<file path="config.mk">
export PLATFORM = sky130hd
export DESIGN_NAME = gsd_divider
export DESIGN_NICKNAME = d
export VERILOG_FILES = /design/src/rtl/gsd_pkg.sv /design/src/rtl/gsd_scaler.sv /design/src/rtl/gsd_ctrl.sv /design/src/rtl/gsd_datapath.sv /design/src/rtl/gsd_divider.sv
export SDC_FILE = /design/constraint.sdc
export NUM_CORES = 2
export LEC_CHECK = 0
export ABC_AREA = 1
export ABC_CLOCK_PERIOD_IN_PS = 11870
export BUFFER_PORTS_ARGS = -buffer_cell sky130_fd_sc_hd__clkbuf_2
export CAP_MARGIN = 20
export CORE_ASPECT_RATIO = 0.5
export CORE_UTILIZATION = 50
export CTS_BUF_LIST = sky130_fd_sc_hd__clkbuf_16
export DETAILED_ROUTE_END_ITERATION = 8
export GPL_ROUTABILITY_DRIVEN = 0
export PLACE_DENSITY = 0.64
export SYNTH_ARGS = -nofsm -noshare
export SYNTH_HDL_FRONTEND = slang
export SYNTH_SLANG_ARGS = --single-unit
</file>
<file path="constraint.sdc">
create_clock -name clk -period 11.87 [get_ports clk]
set_input_delay 0.5935 -clock clk [delete_from_list [all_inputs] [get_ports clk]]
set_output_delay 0.5935 -clock clk [all_outputs]
set_load 0.1 [all_outputs]
</file>
<file path="src/rtl/gsd_pkg.sv">
package gsd_pkg;
  // Strobes from the sequencer to the datapath, one per activity.
  typedef struct packed {
    logic load;    // capture and normalise the operands
    logic mulX;    // numerator times factor
    logic mulY;    // denominator times factor
    logic finish;  // denormalise and publish the quotient
  } gsdStrobes_t;
endpackage

</file>
<file path="src/rtl/gsd_scaler.sv">
module gsd_scaler #(
  parameter int FRAC_W = 16,
  localparam int SW = $clog2(FRAC_W)
) (
  input  logic [FRAC_W-1:0] denom,
  output logic [FRAC_W-1:0] normDenom,
  output logic [SW-1:0]     lzCount,
  output logic              isZero
);
  // Leading-zero count: the highest set bit wins, so scan upward.
  always_comb begin
    lzCount = '0;
    for (int i = 0; i < FRAC_W; i++) begin
      if (denom[i]) lzCount = SW'(FRAC_W - 1 - i);
    end
  end

  assign normDenom = denom << lzCount;
  assign isZero    = (denom == '0);
endmodule

</file>
<file path="src/rtl/gsd_ctrl.sv">
module gsd_ctrl import gsd_pkg::*; #(
  parameter int ITERS = 5,
  localparam int CW = (ITERS > 1) ? $clog2(ITERS) : 1
) (
  input  logic        clk,
  input  logic        rst_n,
  input  logic        start,
  output gsdStrobes_t strb
);
  typedef enum logic [1:0] { ST_IDLE, ST_MULX, ST_MULY, ST_FIN } state_t;

  state_t        state;
  logic [CW-1:0] iterCnt;

  always_ff @(posedge clk or negedge rst_n) begin
    if (!rst_n) begin
      state   <= ST_IDLE;
      iterCnt <= '0;
    end else begin
      case (state)
        ST_IDLE: if (start) begin
          state   <= ST_MULX;
          iterCnt <= '0;
        end
        ST_MULX: state <= ST_MULY;
        ST_MULY: begin
          if (iterCnt == CW'(ITERS - 1)) begin
            state <= ST_FIN;
          end else begin
            state   <= ST_MULX;
            iterCnt <= iterCnt + CW'(1);
          end
        end
        default: state <= ST_IDLE;
      endcase
    end
  end

  always_comb begin
    strb.load   = (state == ST_IDLE) && start;
    strb.mulX   = (state == ST_MULX);
    strb.mulY   = (state == ST_MULY);
    strb.finish = (state == ST_FIN);
  end
endmodule

</file>
<file path="src/rtl/gsd_datapath.sv">
module gsd_datapath import gsd_pkg::*; #(
  parameter int FRAC_W = 16
) (
  input  logic                  clk,
  input  logic                  rst_n,
  input  gsdStrobes_t           strb,
  input  logic [FRAC_W-1:0]     numer,
  input  logic [FRAC_W-1:0]     denom,
  output logic [2*FRAC_W-1:0]   quotient,
  output logic                  done
);
  localparam int FI    = 2 * FRAC_W + 2;  // internal fraction bits
  localparam int XW    = FI + 1;          // one integer bit
  localparam int QW    = 2 * FRAC_W;
  localparam int GUARD = FI - FRAC_W;     // bits dropped at the output
  localparam int SW    = $clog2(FRAC_W);

  logic [FRAC_W-1:0] normDenom;
  logic [SW-1:0]     lzCount;
  logic              isZero;

  gsd_scaler #(.FRAC_W(FRAC_W)) i_scaler (
    .denom    (denom),
    .normDenom(normDenom),
    .lzCount  (lzCount),
    .isZero   (isZero)
  );

  logic [XW-1:0] xReg, yReg;
  logic [SW-1:0] shiftReg;
  logic          zeroReg;

  // r = 2 - y : two's complement of y; for y in [0.5,1) the integer bit ends up set.
  logic [XW-1:0]   rFactor;
  logic [XW-1:0]   opA;
  logic [2*XW-1:0] prodFull;
  logic [XW-1:0]   prodKeep;
  logic [FI-1:0]   unusedProdLow;
  logic            unusedProdTop;

  assign rFactor  = ~yReg + XW'(1);
  assign opA      = strb.mulY ? yReg : xReg;
  assign prodFull = {{XW{1'b0}}, opA} * {{XW{1'b0}}, rFactor};
  assign prodKeep = prodFull[FI +: XW];
  assign unusedProdLow = prodFull[FI-1:0];
  assign unusedProdTop = prodFull[2*XW-1];

  // Denormalise: shift left by the normalisation amount, drop the guard bits.
  logic [XW-1:0] quotWide;
  logic [XW-QW-1:0] unusedQuotTop;
  assign quotWide      = xReg >> (GUARD - int'(shiftReg));
  assign unusedQuotTop = quotWide[XW-1:QW];

  always_ff @(posedge clk or negedge rst_n) begin
    if (!rst_n) begin
      xReg     <= '0;
      yReg     <= '0;
      shiftReg <= '0;
      zeroReg  <= 1'b0;
      quotient <= '0;
      done     <= 1'b0;
    end else begin
      done <= strb.finish;
      if (strb.load) begin
        xReg     <= {1'b0, numer, {GUARD{1'b0}}};
        yReg     <= {1'b0, normDenom, {GUARD{1'b0}}};
        shiftReg <= lzCount;
        zeroReg  <= isZero;
      end
      if (strb.mulX) xReg <= prodKeep;
      if (strb.mulY) yReg <= prodKeep;
      if (strb.finish) begin
        quotient <= zeroReg ? {QW{1'b1}} : quotWide[QW-1:0];
      end
    end
  end
endmodule

</file>
<file path="src/rtl/gsd_divider.sv">
module gsd_divider import gsd_pkg::*; #(
  parameter int FRAC_W = 16,
  parameter int ITERS  = 5
) (
  input  logic                clk,
  input  logic                rst_n,
  input  logic                start,
  input  logic [FRAC_W-1:0]   numer,
  input  logic [FRAC_W-1:0]   denom,
  output logic [2*FRAC_W-1:0] quotient,
  output logic                done
);
  gsdStrobes_t strb;

  gsd_ctrl #(.ITERS(ITERS)) i_ctrl (
    .clk  (clk),
    .rst_n(rst_n),
    .start(start),
    .strb (strb)
  );

  gsd_datapath #(.FRAC_W(FRAC_W)) i_datapath (
    .clk     (clk),
    .rst_n   (rst_n),
    .strb    (strb),
    .numer   (numer),
    .denom   (denom),
    .quotient(quotient),
    .done    (done)
  );
endmodule

</file>
Word-level counts from Yosys, hierarchy flattened. Index checks and enable logic that the tools add are counted.

Flip-flop bits (word level): 113. Output and inout port bits: 33. Word-level logic and storage cells: 56.

Add/sub/neg operators: 3. Multiply operators: 1. Eq/ne operators: 6. Shifts and indexed selects: 2. Mux-type cells: 28. Bitwise gates (word level): 1. Reductions and logical operators: 7.

Operator list (count): 2-to-1 mux 35 bit (5); multiplier 35 x 35 -> 69 bit (1); 2-to-1 mux 4 bit (16); adder 35 x 1 -> 35 bit, second input constant (1); NOT 35 bit (1); right shift 35 x 32 -> 32 bit (1); 2-to-1 mux 32 bit (1); zero test 16 bit (1); left shift 16 x 4 -> 16 bit (1); 2-to-1 mux 3 bit (2); one-hot mux 2 bit (3 select lines) (1); one-hot mux 3 bit (2 select lines) (1); nonzero test 2 bit (3); subtractor 5 x 4 -> 6 bit, first input constant (1); equality test 2 bit, second input constant (2); 2-to-1 mux 2 bit (2); inequality test 2 bit, second input constant (2); adder 3 x 1 -> 3 bit, second input constant (1); equality test 3 bit, second input constant (1); AND reduction 3 bit (1); equality test 2 x 1 -> 1 bit, second input constant (1); zero test 2 bit (1); logical AND 1 bit (1).

Longest topological paths before layout.
Depth in word-level cells: 19. Mapped depth: 47.

Cells and area by module. Synthesis repeated with hierarchy kept, for this count alone.

Cell total of the unflattened synthesis: 6117. Area, all modules: 47361.7 um^2.

Modules (own cells, without submodules): gsd_datapath (instances 1, cells each 5882, area each 46153.0 um^2, sequential area each 2702.6 um^2); gsd_scaler (instances 1, cells each 193, area each 905.9 um^2, sequential area each 0.0 um^2); gsd_ctrl (instances 1, cells each 42, area each 302.8 um^2, sequential area each 125.1 um^2).

Least setup slack after synthesis. No wires, ideal clock.

Path kind: register -> register. From: register i_datapath.yReg[0]. To: register i_datapath.yReg[19]. Setup time: 0.119 ns. Arrival time: 8.156 ns. Setup slack: 3.596 ns. Stages on the path, launching flop included: 42. Path buffers: 1. Clock period less this slack: 8.274 ns. Cells stage by stage: dfrtp_1 -> clkinv_1 -> ha_1 -> nand3_1 -> inv_1 -> nand2_1 -> nor2_1 -> nand2_1 -> nor4_1 -> nand4_1 -> nor2_1 -> nand2_1 -> xor2_1 -> clkbuf_1 -> nand2_1 -> fa_1 -> inv_1 -> fa_1 -> [6 not listed] -> fa_1 -> inv_1 -> fa_1 -> inv_1 -> ha_1 -> nand2_1 -> nor2_1 -> inv_1 -> nor2_1 -> inv_1 -> nor2_1 -> nand2_1 -> o211ai_1 -> a21oi_1 -> xnor2_1 -> nand2_1 -> nand3_1 -> o21a_1.

Cells in the longest elaborated chain, start to end: 4.

Ends and longest elaborated chain: from (decl) (line gsd_datapath.sv:29) `logic [XW-1:0] xReg, yReg;`; from (signal assigned) (line gsd_datapath.sv:66) `yReg <= {1'b0, normDenom, {GUARD{1'b0}}};`; from (signal assigned) (line gsd_datapath.sv:71) `if (strb.mulY) yReg <= prodKeep;`; NOT 35 bit (line gsd_datapath.sv:41) `assign rFactor = ~yReg + XW'(1);`; adder 35 x 1 -> 35 bit (line gsd_datapath.sv:41); multiplier 35 x 35 -> 69 bit (*) (line gsd_datapath.sv:43) `assign prodFull = {{XW{1'b0}}, opA} * {{XW{1'b0}}, rFactor};`; 2-to-1 mux 35 bit (*) (line gsd_datapath.sv:71).

Mark *: on every way between the ends. The rest lies on a longest branch, timed or not. A chain may end at the register's enable or synchronous reset.

Worst setup path after layout.
From: register i_datapath.yReg[2]. To: register i_datapath.yReg[19].

Same word-level chain as after synthesis.

==> results.ini <==
[floorplan]
die-area_mm2=0.09523
core.rowCount=79
die_w_um=435.4
start_util=0.5049
core-area_mm2=0.09301
num_io_pins=68
die_h_um=218.7

[layout]
num-fill-cells=8819
stdcell_area_mm2=0.04936
area_delta_synth_final_pct=5.100
nNetsFinal=7343
drive_above_1_share=0.05024

[cts]
htree_levels=4
cts_sinks=113
numCtsBuffers=17
post_cts.repair.setup_buffers=0
cts_tree=built
clock_path_buffers=2
cts_hold_buf=0
post_cts_resized=0
cts_root_buf=clkbuf_16
insertion_delay_ns=0.43
path_clk_slew_ns=0.06

[timing]
finalSetupViolCount=0
worst_pin_slew_ns=1.117
slew_viol_final=0
fin_crit_sh=0.9095
rsz0062_at_grt=false
period_minus_slack_ns=10.80
skew_ns=0.009931
hold_slack_ns=0.1233
finalSetupTns_ns=0
relSlewSlack=0.2553
hold_viol=0
clock.fmax_mhz=92.62

[setup_path]
r2r-start=i_datapath.yReg[2]$_DFFE_PN0P_
crit_top_cell=inv_1
critPathLaunch=i_datapath.yReg[2]$_DFFE_PN0P_
crit_slowest_cell=inv_1
start_kind=flop
crit_required_ns=12.24
cp.buffers_inverters=10
crit_family=adder cells
worstPathMaxFanout=15
endpoint_kind=flop
critical_path_class=reg2reg
crit_arrival_ns=11.17
max_stage_delay_ns=0.99

[yosys]
synth_edf_count=0
synth_area_mm2=0.04696
ys_types=55
ys_ff_latch=113
ys_async_sr_fraction=1.000
postSynthCellCount=6015
syn_avg_cell_area_um2=7.807
ys.flop_type=dfrtp_1
yosysSeqAreaShare=0.06021
yosysWarnings=0
synth_nets=7420

[drt]
route.final.wire_length_um=166000
drc=0
viasPerCell=5.698
routedWlPerCell_um=23.02
first_pass_iters=9
via_count=41100
drtAntennaViolNets=0
drt_iter0_markers=5144

[grt]
grt_overflow_total=0
grt_max_degree=78
grt_usage=0.3567
grt_pass1_vias=41930
grt_pass1_wl_um=253200
antenna_found_initial=3

[status]
status=finished clean

[place]
place_area_mm2=0.04877
port_buffers=67
place_hpwl_um=133200

[min_path]
hp-class=in2async

[flow_run]
maxCapViolations=0

logic make-up after synthesis:
kind of cell	count (synthesis)	share of synthesized area
AO/OA/AOI/OAI	495	0.05840
XOR/XNOR	33	0.006154
adder cells (fa/ha/maj)	1370	0.5386
buffers and inverters	1757	0.1411
flip-flops	113	0.06021
multiplexers	27	0.005755
AND/OR/NAND/NOR	2220	0.1898
metrics by stage:
| stage | cells | util | setup WS (ns) |
|---|---|---|---|
| after floorplan | 6015 | - | 3.596 |
| after global placement | 7171 | 0.5243 | 1.752 |
| after detailed placement | 7171 | 0.5243 | 1.535 |
| after CTS | 7203 | 0.5299 | 1.491 |
| after global routing | 7206 | 0.5305 | 0.7344 |
| final | 7212 | 0.5306 | 1.074 |
cells in the final DEF, fill, tap and decap left out, types with 28 or more instances in the layout:
cell type / Yosys / routed
inv_1: 1468 / 1462
nand3_1: 230 / 230
a21oi_1: 158 / 158
o22ai_1: 30 / 30
nor2_1: 582 / 580
clkbuf_2: 0 / 66
o21ai_2: 0 / 28
buf_4: 1 / 103
fa_1: 1086 / 1086
ha_1: 284 / 284
dfrtp_1: 113 / 113
nand2_1: 1298 / 1297
o21ai_0: 189 / 182
cells in the mapped netlist (22+ instances only):
cell	number	area [µm²]
nand2_1	1298	4872
inv_1	1468	5510
nor2_2	22	137.6
a21oi_1	158	790.8
mux2i_1	27	270.3
buf_1	38	142.6
o21ai_1	30	150.1
a31oi_1	27	168.9
o21ai_0	189	945.9
dfrtp_1	113	2828
o22ai_1	30	187.7
nand3_1	230	1151
ha_1	284	3553
nor3_1	26	130.1
clkbuf_1	217	814.5
nor2_1	582	2185
fa_1	1086	21740
final timing paths:
check	to	slack, ns	cells past startpoint
min in group clk	i_datapath.quotient[22]$_DFFE_PN0P_	0.49	1
max in group asynchronous	i_datapath.xReg[4]$_DFFE_PN0P_	10.76	3
setup / recovery	i_datapath.yReg[19]$_DFFE_PN0P_	1.07	41
hold / removal	i_datapath.quotient[21]$_DFFE_PN0P_	0.12	1
hold reg to reg	i_datapath.quotient[22]$_DFFE_PN0P_	0.49	1
setup reg to reg	i_datapath.yReg[19]$_DFFE_PN0P_	1.07	41
sequential cells by signal (all words and copies together) (netlist names):
| name | count |
|---|---|
| i_ctrl.iterCnt | 3 |
| i_ctrl.state | 2 |
| i_datapath.done | 1 |
| i_datapath.quotient | 32 |
| i_datapath.shiftReg | 4 |
| i_datapath.xReg | 35 |
| i_datapath.yReg | 35 |
| i_datapath.zeroReg | 1 |
per-layer routing:
layer	up-vias	global-route usage	part of all wire
li1	17450	-	-
met1	20610	0.4854	0.39
met2	2555	0.5156	0.41
met3	474	0.1276	0.14
met4	6	0.1421	0.047
met5	-	0.02369	0.0021
worst register-to-register path, delay by kind of cell, from the launching register on:
family / cells / cell delay, ns
compound gates: 4 / 0.92
xor+xnor: 1 / 0.30
fa+ha+maj: 9 / 4.32
buf+inv: 10 / 1.63
flops: 1 / 0.46
simple gates: 17 / 3.07
layout make-up:
| class | instances | area [µm²] | area share |
|---|---|---|---|
| clock inverters | 15 | 96.34 | 0.001952 |
| well taps | 1255 | 1570 | 0.03181 |
| diodes | 6 | 15.01 | 0.0003042 |
| clock buffers | 17 | 425.4 | 0.008619 |
| multi-input cells | 4145 | 37670 | 0.7631 |
| repair buffers | 172 | 1166 | 0.02363 |
| inverters | 1489 | 5589 | 0.1132 |
| flip-flops and latches | 113 | 2828 | 0.05729 |
Power is left out: the tool's default activity adds up to more than one toggle a clock period on the data nets, which glitch-free logic cannot reach.
